### config.mk
export PLATFORM = sky130hd
export DESIGN_NAME = trap_ret_unit
export DESIGN_NICKNAME = d
export VERILOG_FILES = /design/src/rtl/trap_ret_pkg.sv /design/src/rtl/trap_ret_sret.sv /design/src/rtl/trap_ret_mret.sv /design/src/rtl/trap_ret_unit.sv
export SDC_FILE = /design/constraint.sdc
export NUM_CORES = 1
export LEC_CHECK = 0
export BUFFER_PORTS_ARGS = -buffer_cell sky130_fd_sc_hd__buf_4
export CAP_MARGIN = 20
export CORE_ASPECT_RATIO = 1.4
export CORE_MARGIN = 5
export CORE_UTILIZATION = 55
export DETAILED_ROUTE_END_ITERATION = 6
export GPL_TIMING_DRIVEN = 0
export PLACE_DENSITY = 0.82
export SLEW_MARGIN = 20
export SYNTH_ARGS = -nofsm -noshare
export SYNTH_HDL_FRONTEND = slang
export SYNTH_SLANG_ARGS = --single-unit
### constraint.sdc
create_clock -name clk_i -period 10.35 [get_ports clk_i]
set_input_delay 1.5525 -clock clk_i [delete_from_list [all_inputs] [get_ports clk_i]]
set_output_delay 1.5525 -clock clk_i [all_outputs]
set_load 0.01 [all_outputs]
### src/rtl/trap_ret_pkg.sv
package trap_ret_pkg;

  localparam logic [1:0] PRIV_U = 2'd0;
  localparam logic [1:0] PRIV_S = 2'd1;
  localparam logic [1:0] PRIV_M = 2'd3;

  localparam logic [4:0] CAUSE_MISALIGN = 5'd0;
  localparam logic [4:0] CAUSE_ACCESS   = 5'd1;
  localparam logic [4:0] CAUSE_ILLEGAL  = 5'd2;
  localparam logic [4:0] CAUSE_VIRT     = 5'd22;

  // MSB first; bit 0 is sie
  typedef struct packed {
    logic       vtsr;
    logic       spv;
    logic       tsr;
    logic       mpv;
    logic       mprv;
    logic [1:0] mpp;
    logic       spp;
    logic       mpie;
    logic       spie;
    logic       mie;
    logic       sie;
  } stat_t;

  localparam int STAT_W = $bits(stat_t);

  typedef struct packed {
    logic       trap;
    logic [4:0] cause;
    stat_t      st;
    logic [1:0] priv;
    logic       virt;
    logic       swap;
  } ret_res_t;

endpackage

### src/rtl/trap_ret_sret.sv
module trap_ret_sret
  import trap_ret_pkg::*;
(
  input  logic [1:0] priv_i,
  input  logic       virt_i,
  input  stat_t      st_i,
  input  logic [1:0] epc_lo_i,
  input  logic       rvc_i,
  input  logic       rvh_i,
  input  logic       v112_i,
  output ret_res_t   res_o
);

  always_comb begin
    res_o      = '0;
    res_o.st   = st_i;
    res_o.priv = priv_i;
    res_o.virt = virt_i;
    if (priv_i < PRIV_S) begin
      res_o.trap  = 1'b1;
      res_o.cause = CAUSE_ILLEGAL;
    end else if (!rvc_i && (epc_lo_i != 2'b00)) begin
      res_o.trap  = 1'b1;
      res_o.cause = CAUSE_MISALIGN;
    end else if (st_i.tsr && (priv_i != PRIV_M)) begin
      res_o.trap  = 1'b1;
      res_o.cause = CAUSE_ILLEGAL;
    end else if (virt_i && st_i.vtsr) begin
      res_o.trap  = 1'b1;
      res_o.cause = CAUSE_VIRT;
    end else begin
      res_o.st.sie  = st_i.spie;
      res_o.st.spie = 1'b1;
      res_o.st.spp  = 1'b0;
      if (v112_i) res_o.st.mprv = 1'b0;
      res_o.priv = st_i.spp ? PRIV_S : PRIV_U;
      if (rvh_i && !virt_i) begin
        res_o.st.spv = 1'b0;
        res_o.virt   = st_i.spv;
        res_o.swap   = st_i.spv;
      end
    end
  end

endmodule

### src/rtl/trap_ret_mret.sv
module trap_ret_mret
  import trap_ret_pkg::*;
(
  input  logic [1:0] priv_i,
  input  logic       virt_i,
  input  stat_t      st_i,
  input  logic [1:0] epc_lo_i,
  input  logic       rvc_i,
  input  logic       rvh_i,
  input  logic       v112_i,
  input  logic       pmp_lockout_i,
  output ret_res_t   res_o
);

  always_comb begin
    res_o      = '0;
    res_o.st   = st_i;
    res_o.priv = priv_i;
    res_o.virt = virt_i;
    if (priv_i != PRIV_M) begin
      res_o.trap  = 1'b1;
      res_o.cause = CAUSE_ILLEGAL;
    end else if (!rvc_i && (epc_lo_i != 2'b00)) begin
      res_o.trap  = 1'b1;
      res_o.cause = CAUSE_MISALIGN;
    end else if (pmp_lockout_i && (st_i.mpp != PRIV_M)) begin
      res_o.trap  = 1'b1;
      res_o.cause = CAUSE_ACCESS;
    end else begin
      res_o.st.mie  = st_i.mpie;
      res_o.st.mpie = 1'b1;
      res_o.st.mpp  = PRIV_U;
      res_o.st.mpv  = 1'b0;
      if (v112_i && (st_i.mpp != PRIV_M)) res_o.st.mprv = 1'b0;
      res_o.priv = st_i.mpp;
      if (rvh_i) begin
        res_o.virt = st_i.mpv;
        res_o.swap = st_i.mpv;
      end
    end
  end

endmodule

### src/rtl/trap_ret_unit.sv
module trap_ret_unit
  import trap_ret_pkg::*;
#(
  parameter int XLEN = 32
) (
  input  logic              clk_i,
  input  logic              rst_ni,
  input  logic              cfg_rvc_i,
  input  logic              cfg_rvh_i,
  input  logic              cfg_v112_i,
  input  logic              pmp_lockout_i,
  input  logic              ld_en_i,
  input  logic [1:0]        ld_priv_i,
  input  logic              ld_virt_i,
  input  logic [STAT_W-1:0] ld_stat_i,
  input  logic [XLEN-1:0]   ld_sepc_i,
  input  logic [XLEN-1:0]   ld_mepc_i,
  input  logic              ret_req_i,
  input  logic              ret_mret_i,
  output logic              done_o,
  output logic              trap_o,
  output logic [4:0]        cause_o,
  output logic [XLEN-1:0]   ret_pc_o,
  output logic              bank_swap_o,
  output logic [1:0]        priv_o,
  output logic              virt_o,
  output logic [STAT_W-1:0] stat_o
);

  // reset synchronizer: assert async, release on clock
  logic [1:0] rsync_q;
  logic       rst_n;
  always_ff @(posedge clk_i or negedge rst_ni) begin
    if (!rst_ni) rsync_q <= 2'b00;
    else         rsync_q <= {rsync_q[0], 1'b1};
  end
  assign rst_n = rsync_q[1];

  // state model
  logic [1:0]      priv_q, priv_d;
  logic            virt_q, virt_d;
  stat_t           st_q, st_d;
  logic [XLEN-1:0] sepc_q, sepc_d, mepc_q, mepc_d;
  logic            st_en;

  // result registers
  logic            done_q, done_d, trap_q, trap_d, swap_q, swap_d, mret_q, mret_d;
  logic [4:0]      cause_q, cause_d;
  logic [XLEN-1:0] pc_q, pc_d;

  ret_res_t s_res, m_res, sel_res;

  trap_ret_sret u_sret (
    .priv_i   (priv_q),
    .virt_i   (virt_q),
    .st_i     (st_q),
    .epc_lo_i (sepc_q[1:0]),
    .rvc_i    (cfg_rvc_i),
    .rvh_i    (cfg_rvh_i),
    .v112_i   (cfg_v112_i),
    .res_o    (s_res)
  );

  trap_ret_mret u_mret (
    .priv_i        (priv_q),
    .virt_i        (virt_q),
    .st_i          (st_q),
    .epc_lo_i      (mepc_q[1:0]),
    .rvc_i         (cfg_rvc_i),
    .rvh_i         (cfg_rvh_i),
    .v112_i        (cfg_v112_i),
    .pmp_lockout_i (pmp_lockout_i),
    .res_o         (m_res)
  );

  assign sel_res = ret_mret_i ? m_res : s_res;

  // next-state logic
  always_comb begin
    priv_d  = priv_q;
    virt_d  = virt_q;
    st_d    = st_q;
    sepc_d  = sepc_q;
    mepc_d  = mepc_q;
    st_en   = 1'b0;
    done_d  = 1'b0;
    trap_d  = 1'b0;
    cause_d = '0;
    pc_d    = '0;
    swap_d  = 1'b0;
    mret_d  = mret_q;
    if (ld_en_i) begin
      st_en  = 1'b1;
      priv_d = (ld_priv_i == 2'd2) ? PRIV_U : ld_priv_i;
      st_d   = stat_t'(ld_stat_i);
      if (st_d.mpp == 2'd2) st_d.mpp = PRIV_U;
      virt_d = ld_virt_i;
      sepc_d = ld_sepc_i;
      mepc_d = ld_mepc_i;
    end else if (ret_req_i) begin
      done_d  = 1'b1;
      mret_d  = ret_mret_i;
      trap_d  = sel_res.trap;
      cause_d = sel_res.cause;
      if (!sel_res.trap) begin
        st_en  = 1'b1;
        st_d   = sel_res.st;
        priv_d = sel_res.priv;
        virt_d = sel_res.virt;
        swap_d = sel_res.swap;
        pc_d   = ret_mret_i ? mepc_q : sepc_q;
      end
    end
  end

  // state registers with explicit enable
  always_ff @(posedge clk_i or negedge rst_n) begin
    if (!rst_n) begin
      priv_q <= PRIV_M;
      virt_q <= 1'b0;
      st_q   <= '0;
      sepc_q <= '0;
      mepc_q <= '0;
    end else if (st_en) begin
      priv_q <= priv_d;
      virt_q <= virt_d;
      st_q   <= st_d;
      sepc_q <= sepc_d;
      mepc_q <= mepc_d;
    end
  end

  // result registers
  always_ff @(posedge clk_i or negedge rst_n) begin
    if (!rst_n) begin
      done_q  <= 1'b0;
      trap_q  <= 1'b0;
      cause_q <= '0;
      pc_q    <= '0;
      swap_q  <= 1'b0;
      mret_q  <= 1'b0;
    end else begin
      done_q  <= done_d;
      trap_q  <= trap_d;
      cause_q <= cause_d;
      pc_q    <= pc_d;
      swap_q  <= swap_d;
      mret_q  <= mret_d;
    end
  end

  assign done_o      = done_q;
  assign trap_o      = trap_q;
  assign cause_o     = cause_q;
  assign ret_pc_o    = pc_q;
  assign bank_swap_o = swap_q;
  assign priv_o      = priv_q;
  assign virt_o      = virt_q;
  assign stat_o      = st_q;

  // a trap leaves the whole model untouched
  p_trap_holds_state_r2: assert property (@(posedge clk_i) disable iff (!rst_n)
    (done_q && trap_q) |-> (priv_q == $past(priv_q) && virt_q == $past(virt_q) && st_q == $past(st_q)));

  p_cause_legal_r4: assert property (@(posedge clk_i) disable iff (!rst_n)
    trap_q |-> (cause_q == CAUSE_MISALIGN || cause_q == CAUSE_ACCESS ||
                cause_q == CAUSE_ILLEGAL || cause_q == CAUSE_VIRT));

  p_sret_fields_r5: assert property (@(posedge clk_i) disable iff (!rst_n)
    (done_q && !trap_q && !mret_q) |-> (st_q.spie && !st_q.spp && priv_q != PRIV_M));

  p_swap_turns_virt_on_r6: assert property (@(posedge clk_i) disable iff (!rst_n)
    bank_swap_o |-> virt_q);

  p_mret_from_m_r7: assert property (@(posedge clk_i) disable iff (!rst_n)
    (done_q && !trap_q && mret_q) |-> ($past(priv_q) == PRIV_M));

  p_mret_fields_r8: assert property (@(posedge clk_i) disable iff (!rst_n)
    (done_q && !trap_q && mret_q) |-> (st_q.mpp == PRIV_U && st_q.mpie && !st_q.mpv));

  p_done_single_r10: assert property (@(posedge clk_i) disable iff (!rst_n)
    done_q |=> !done_q || $past(ret_req_i));

  p_no_reserved_priv_r11: assert property (@(posedge clk_i) disable iff (!rst_n)
    (priv_q != 2'd2) && (st_q.mpp != 2'd2));

endmodule

== Word level (Yosys, flattened, before mapping) ==
Cells that the tools add are included.
Cells by class
  reductions and logical operators: 23
  $lt $le $gt $ge: 1
  muxes and demuxes: 73
  eq/ne operators: 22
Operator list (number)
  $mux W32: 4
  $mux W6: 7
  $mux W1: 39
  $mux W12: 3
  $mux W5: 6
  $mux W4: 6
  $ne A3 B3 Y1 const B: 8
  $reduce_and A12 Y1: 2
  $mux W22: 1
  $ne A2 B2 Y1 const B: 11
  $mux W2: 7
  $reduce_and A10 Y1: 1
  $reduce_bool A2 Y1: 5
  $reduce_and A9 Y1: 1
  $reduce_and A8 Y1: 1
  $logic_and A1 B1 Y1: 7
  $reduce_and A7 Y1: 1
  $reduce_bool A3 Y1: 2
  $eq A2 B2 Y1 const B: 2
  $ne A3 B2 Y1 const B: 1
  $logic_not A1 Y1: 2
  $lt A2 B1 Y1 const B: 1
  $reduce_and A2 Y1: 1
Storage, ports and cells
  output and inout bits: 55
  word-level logic and storage cells: 140
  register bits after elaboration: 121
  input port bits: 88

== Longest topological paths before layout ==
  word-level depth: 12
  mapped depth: 6

== By module ==
Synthesis repeated with hierarchy kept, for this count alone.
Second synthesis, totals
  cells, all modules: 441
  area, all modules: 5572.8 µm²
By module, submodules not included
  trap_ret_unit: times used 1, area each 5026.1 µm², cells each 368, sequential area each 3030.4 µm²
  trap_ret_sret: times used 1, area each 282.8 µm², cells each 39, sequential area each 0.0 µm²
  trap_ret_mret: times used 1, area each 264.0 µm², cells each 34, sequential area each 0.0 µm²

== Worst setup path after synthesis ==
Ideal clock, no wire load.
  path type: in2reg
  from: input ret_mret_i
  to: register virt_q (netlist: virt_o)
  setup time: 140 ps
  required time: 10210 ps
  stages on the path: 6
  arrival: 2728 ps
  slack: 7481 ps
  path through: buf_4 > o21bai_4 > or4_4 > buf_6 > a21oi_2 > o221ai_1
Between the ends
  cells in the longest elaborated chain, start to end: 5
  elaborated cells on any way between the ends: 18
  those cells by class: 9 x eq/ne; 7 x mux; 2 x reduce/logical
Ends and longest elaborated chain
  start, declared: line trap_ret_unit.sv:19  | input logic ret_mret_i,
  $mux W22: line trap_ret_unit.sv:76  | assign sel_res = ret_mret_i ? m_res : s_res;
  $mux W1: line trap_ret_unit.sv:105  | if (!sel_res.trap) begin
  $mux W1: line trap_ret_unit.sv:100  | end else if (ret_req_i) begin
  $mux W1: line trap_ret_unit.sv:92  | if (ld_en_i) begin
  $reduce_and A12 Y1 (no line)
  end signal, assigned: line trap_ret_unit.sv:126  | virt_q <= virt_d;
  end, declared: line trap_ret_unit.sv:41  | logic virt_q, virt_d;
Parallel ways exist; a longest one is shown, timed or not. The select of a mux whose other input is x is not followed.
A chain may end at the register's enable or synchronous reset.

== Final worst setup path ==
  from: input cfg_rvc_i
  to: register pc_q[21] (netlist: ret_pc_o[21])
Between the ends
  cells in the longest elaborated chain, start to end: 8
  elaborated cells on any way between the ends: 11
  those cells by class: 8 x mux; 3 x reduce/logical
Ends and longest elaborated chain
  start, declared: line trap_ret_unit.sv:8  | input logic cfg_rvc_i,
  $logic_not A1 Y1 *: line trap_ret_sret.sv:22, trap_ret_mret.sv:23
  $logic_and A1 B1 Y1, on equally long branches: line trap_ret_sret.sv:22, trap_ret_mret.sv:23
  $mux W6, on equally long branches: line trap_ret_sret.sv:22, trap_ret_mret.sv:23
  $mux W6, on equally long branches: line trap_ret_sret.sv:19, trap_ret_mret.sv:20
  $mux W22 *: line trap_ret_unit.sv:76
  $mux W32 *: line trap_ret_unit.sv:105
  $mux W32 *: line trap_ret_unit.sv:100
  $mux W32 *: line trap_ret_unit.sv:92
  named net pc_d[21]: line trap_ret_unit.sv:49  | logic [XLEN-1:0] pc_q, pc_d;
  end signal, assigned: line trap_ret_unit.sv:146  | pc_q <= pc_d;
  end, declared: line trap_ret_unit.sv:49
Mark *: on every way through the listed nets, which the timed path passes. The rest lies on a longest branch. The select of a mux whose other input is x is not followed.

==> metrics.yaml <==
synth_commonest_cells: "dfrtp_1, mux2_2, mux2i_1, nor2_1, nand2_1"
clockBufferDepth: 2
wire_per_inst_um: 18.9
synth_flop_cell: "dfrtp_1"
cp.buffers_inverters: 2
path_clk_slew_ns: 0.05
cts_tree: "done"
synth_area_um2: 4770
ant_nets: 0
fillCellCount: 568
status: "completed"
power_density_nw_per_um2: 180
drtIter0Drc: 162
pin_count: 143
viasPerCell: 5.36
area_delta_synth_final_pct: 37.0
slew_viol_final: 0
fmax_mhz: 360
clk_latency_ns: 0.41
grt_max_degree: 53
cp_num_cells: 6
synth_cell_types: 42
rows: 40
cts_sinks: 119
grt_overflow: 0
syn_nets: 438
port_buffers: 140
drt_drc_violations_left: 0
fp.dieArea_um2: 10700
r2r_cells: 5
rsz0062_at_grt: "false"
cts_max_level: 4
avgSynthCellArea_um2: 13.6
nets: 599
num_vias: 3371
drv_cap: 0
synthTopCellsByArea: "dfrtp_1, mux2_2, mux2i_1, nor2_1, nand2_1"
die_h_um: 120
setup_violations: 0
antenna_found_initial: 0
syn_inst: 350
hold_viol: 0
ys_seq_elements: 119
crit_chain: "buf_4 -> o21ba_2 -> a2111oi_4 -> o21ai_2 -> clkbuf_1 -> nor2_1"
ys_async_sr_fraction: 1.00
synth_edf_count: 0
cts_buffers: 17
worstPathMaxFanout: 10
crit_type: "input port to flip-flop"
worstSetupEndpointType: "flip-flop"
yosysTopAreaCell: "dfrtp_1"
dr.pass1.iters: 4
grt_pass1_wl_um: 19100
period_share: 0.268
dpl.hpwl_um: 8600
clock_skew_ns: 0.00972
hp-class: "flip-flop to asynchronous set/reset pin"
yosysSeqAreaShare: 0.625
grt_pass1_vias: 3754
crit_path_start: "cfg_rvc_i"
cpMaxStageDelayCell: "clkbuf_1"
max_stage_delay_ns: 0.46
finalWeightedCongestion: 0.822
synth_top_area_frac: 0.614
r2r_start: "priv_o[1]"
crit_arrival_ns: 3.04
initial_core_util: 0.560
p_leak_nw: 3.18
timing.final.crit_period_ns: 2.77
die_w_um: 88.7
critical_path.top_delay_family: "compound AO/OA/AOI/OAI gates"
ir_drop_uv: 138
power_mw: 1.18
critical_path_required_ns: 10.61
coreArea_um2: 8510
ctsHoldBuffers: 0
antenna_cells: 0
tns_ns: 0
cts_root_buffer: "clkbuf_16"
drive_gt1_frac: 0.481
grt_usage: 0.242
relSlewSlack: 0.465
synth_warnings: 0
tightest_slew_ns: 0.803
routed_wl_um: 11900
post_cts_resized: 0
cts_setup_buffers: 0
synth_most_common_cell: "dfrtp_1"
cp-start-kind: "input port"
-- placed cells by master (no fill, tap or decap), types with 4 or more instances in the layout --
cell type and n:
mux2i_1 34, mux2_2 66, clkbuf_8 4, nand2_1 18, a21oi_1 4, o21ai_1 9
clkbuf_16 17, clkbuf_1 20, dfrtp_1 116, buf_4 143, nor2_1 34
-- cell type report --
class | instances | area [µm²] | area share
Buffer | 21 | 105 | 0.0161
Multi-Input combinational cell | 207 | 1670 | 0.256
Clock buffer | 28 | 507 | 0.0776
Clock inverter | 4 | 22.5 | 0.00345
Inverter | 3 | 11.3 | 0.00172
Sequential cell | 119 | 2980 | 0.457
Tap cell | 105 | 131 | 0.0201
Timing Repair Buffer | 142 | 1100 | 0.168
-- worst register-to-register path, stage by stage (launching register included) --
cell,delay (ns)
dfstp_2,0.61
nand3_2,0.14
nor3_2,0.44
o21ai_2,0.23
clkbuf_1,0.31
nor2_1,0.20
-- sequential cells by signal (all words and copies together), names as in the netlist --
name / flops
mepc_q: 32
ret_pc_o: 32
sepc_q: 32
stat_o: 12
cause_o: 3
priv_o: 2
rsync_q: 2
bank_swap_o: 1
done_o: 1
trap_o: 1
virt_o: 1
-- report_power, final --
group	internal [mW]	switching [mW]
Combinational	0.0751	0.0573
Clock	0.330	0.188
Sequential	0.501	0.0242
Total	0.906	0.269
-- per-stage QoR --
| step | utilization | instances | cell area (µm²) | hold WS, ns | setup slack [ns] |
|---|---|---|---|---|---|
| 2_1_floorplan | - | 350 | 4770 | 0.331 | 6.79 |
| 3_3_place_gp | 0.699 | 595 | 5950 | 0.336 | 5.66 |
| 3_5_place_dp | 0.705 | 597 | 6000 | 0.261 | 7.17 |
| 4_1_cts | 0.768 | 629 | 6530 | 0.267 | 7.56 |
| 5_1_grt | 0.768 | 629 | 6530 | 0.296 | 7.46 |
| 6_report | 0.768 | 629 | 6530 | 0.251 | 7.58 |
-- path summary, 6_finish.rpt --
| check | to | slack (ns) |
|---|---|---|
| max reg2reg | ret_pc_o[21] | 8.35 |
| max | ret_pc_o[21] | 7.58 |
| min | mepc_q[5] | 0.25 |
| min reg2reg | mepc_q[5] | 0.25 |
| min in group clk_i | rsync_q[1] | 0.36 |
| max in group asynchronous | ret_pc_o[14] | 9.25 |
-- kinds of logic after synthesis --
logic type,share of synthesized area
flops,0.625
mux,0.227
simple gates,0.0687
compound gates,0.0530
buf+inv,0.0244
other cells,0.00157
-- layer usage --
metal	GRT usage	share of wire
met1	0.276	0.35
met2	0.407	0.55
met3	0.0791	0.072
met4	0.108	0.028
met5	0	0
Note: power is estimated with default switching activity, not from simulation.
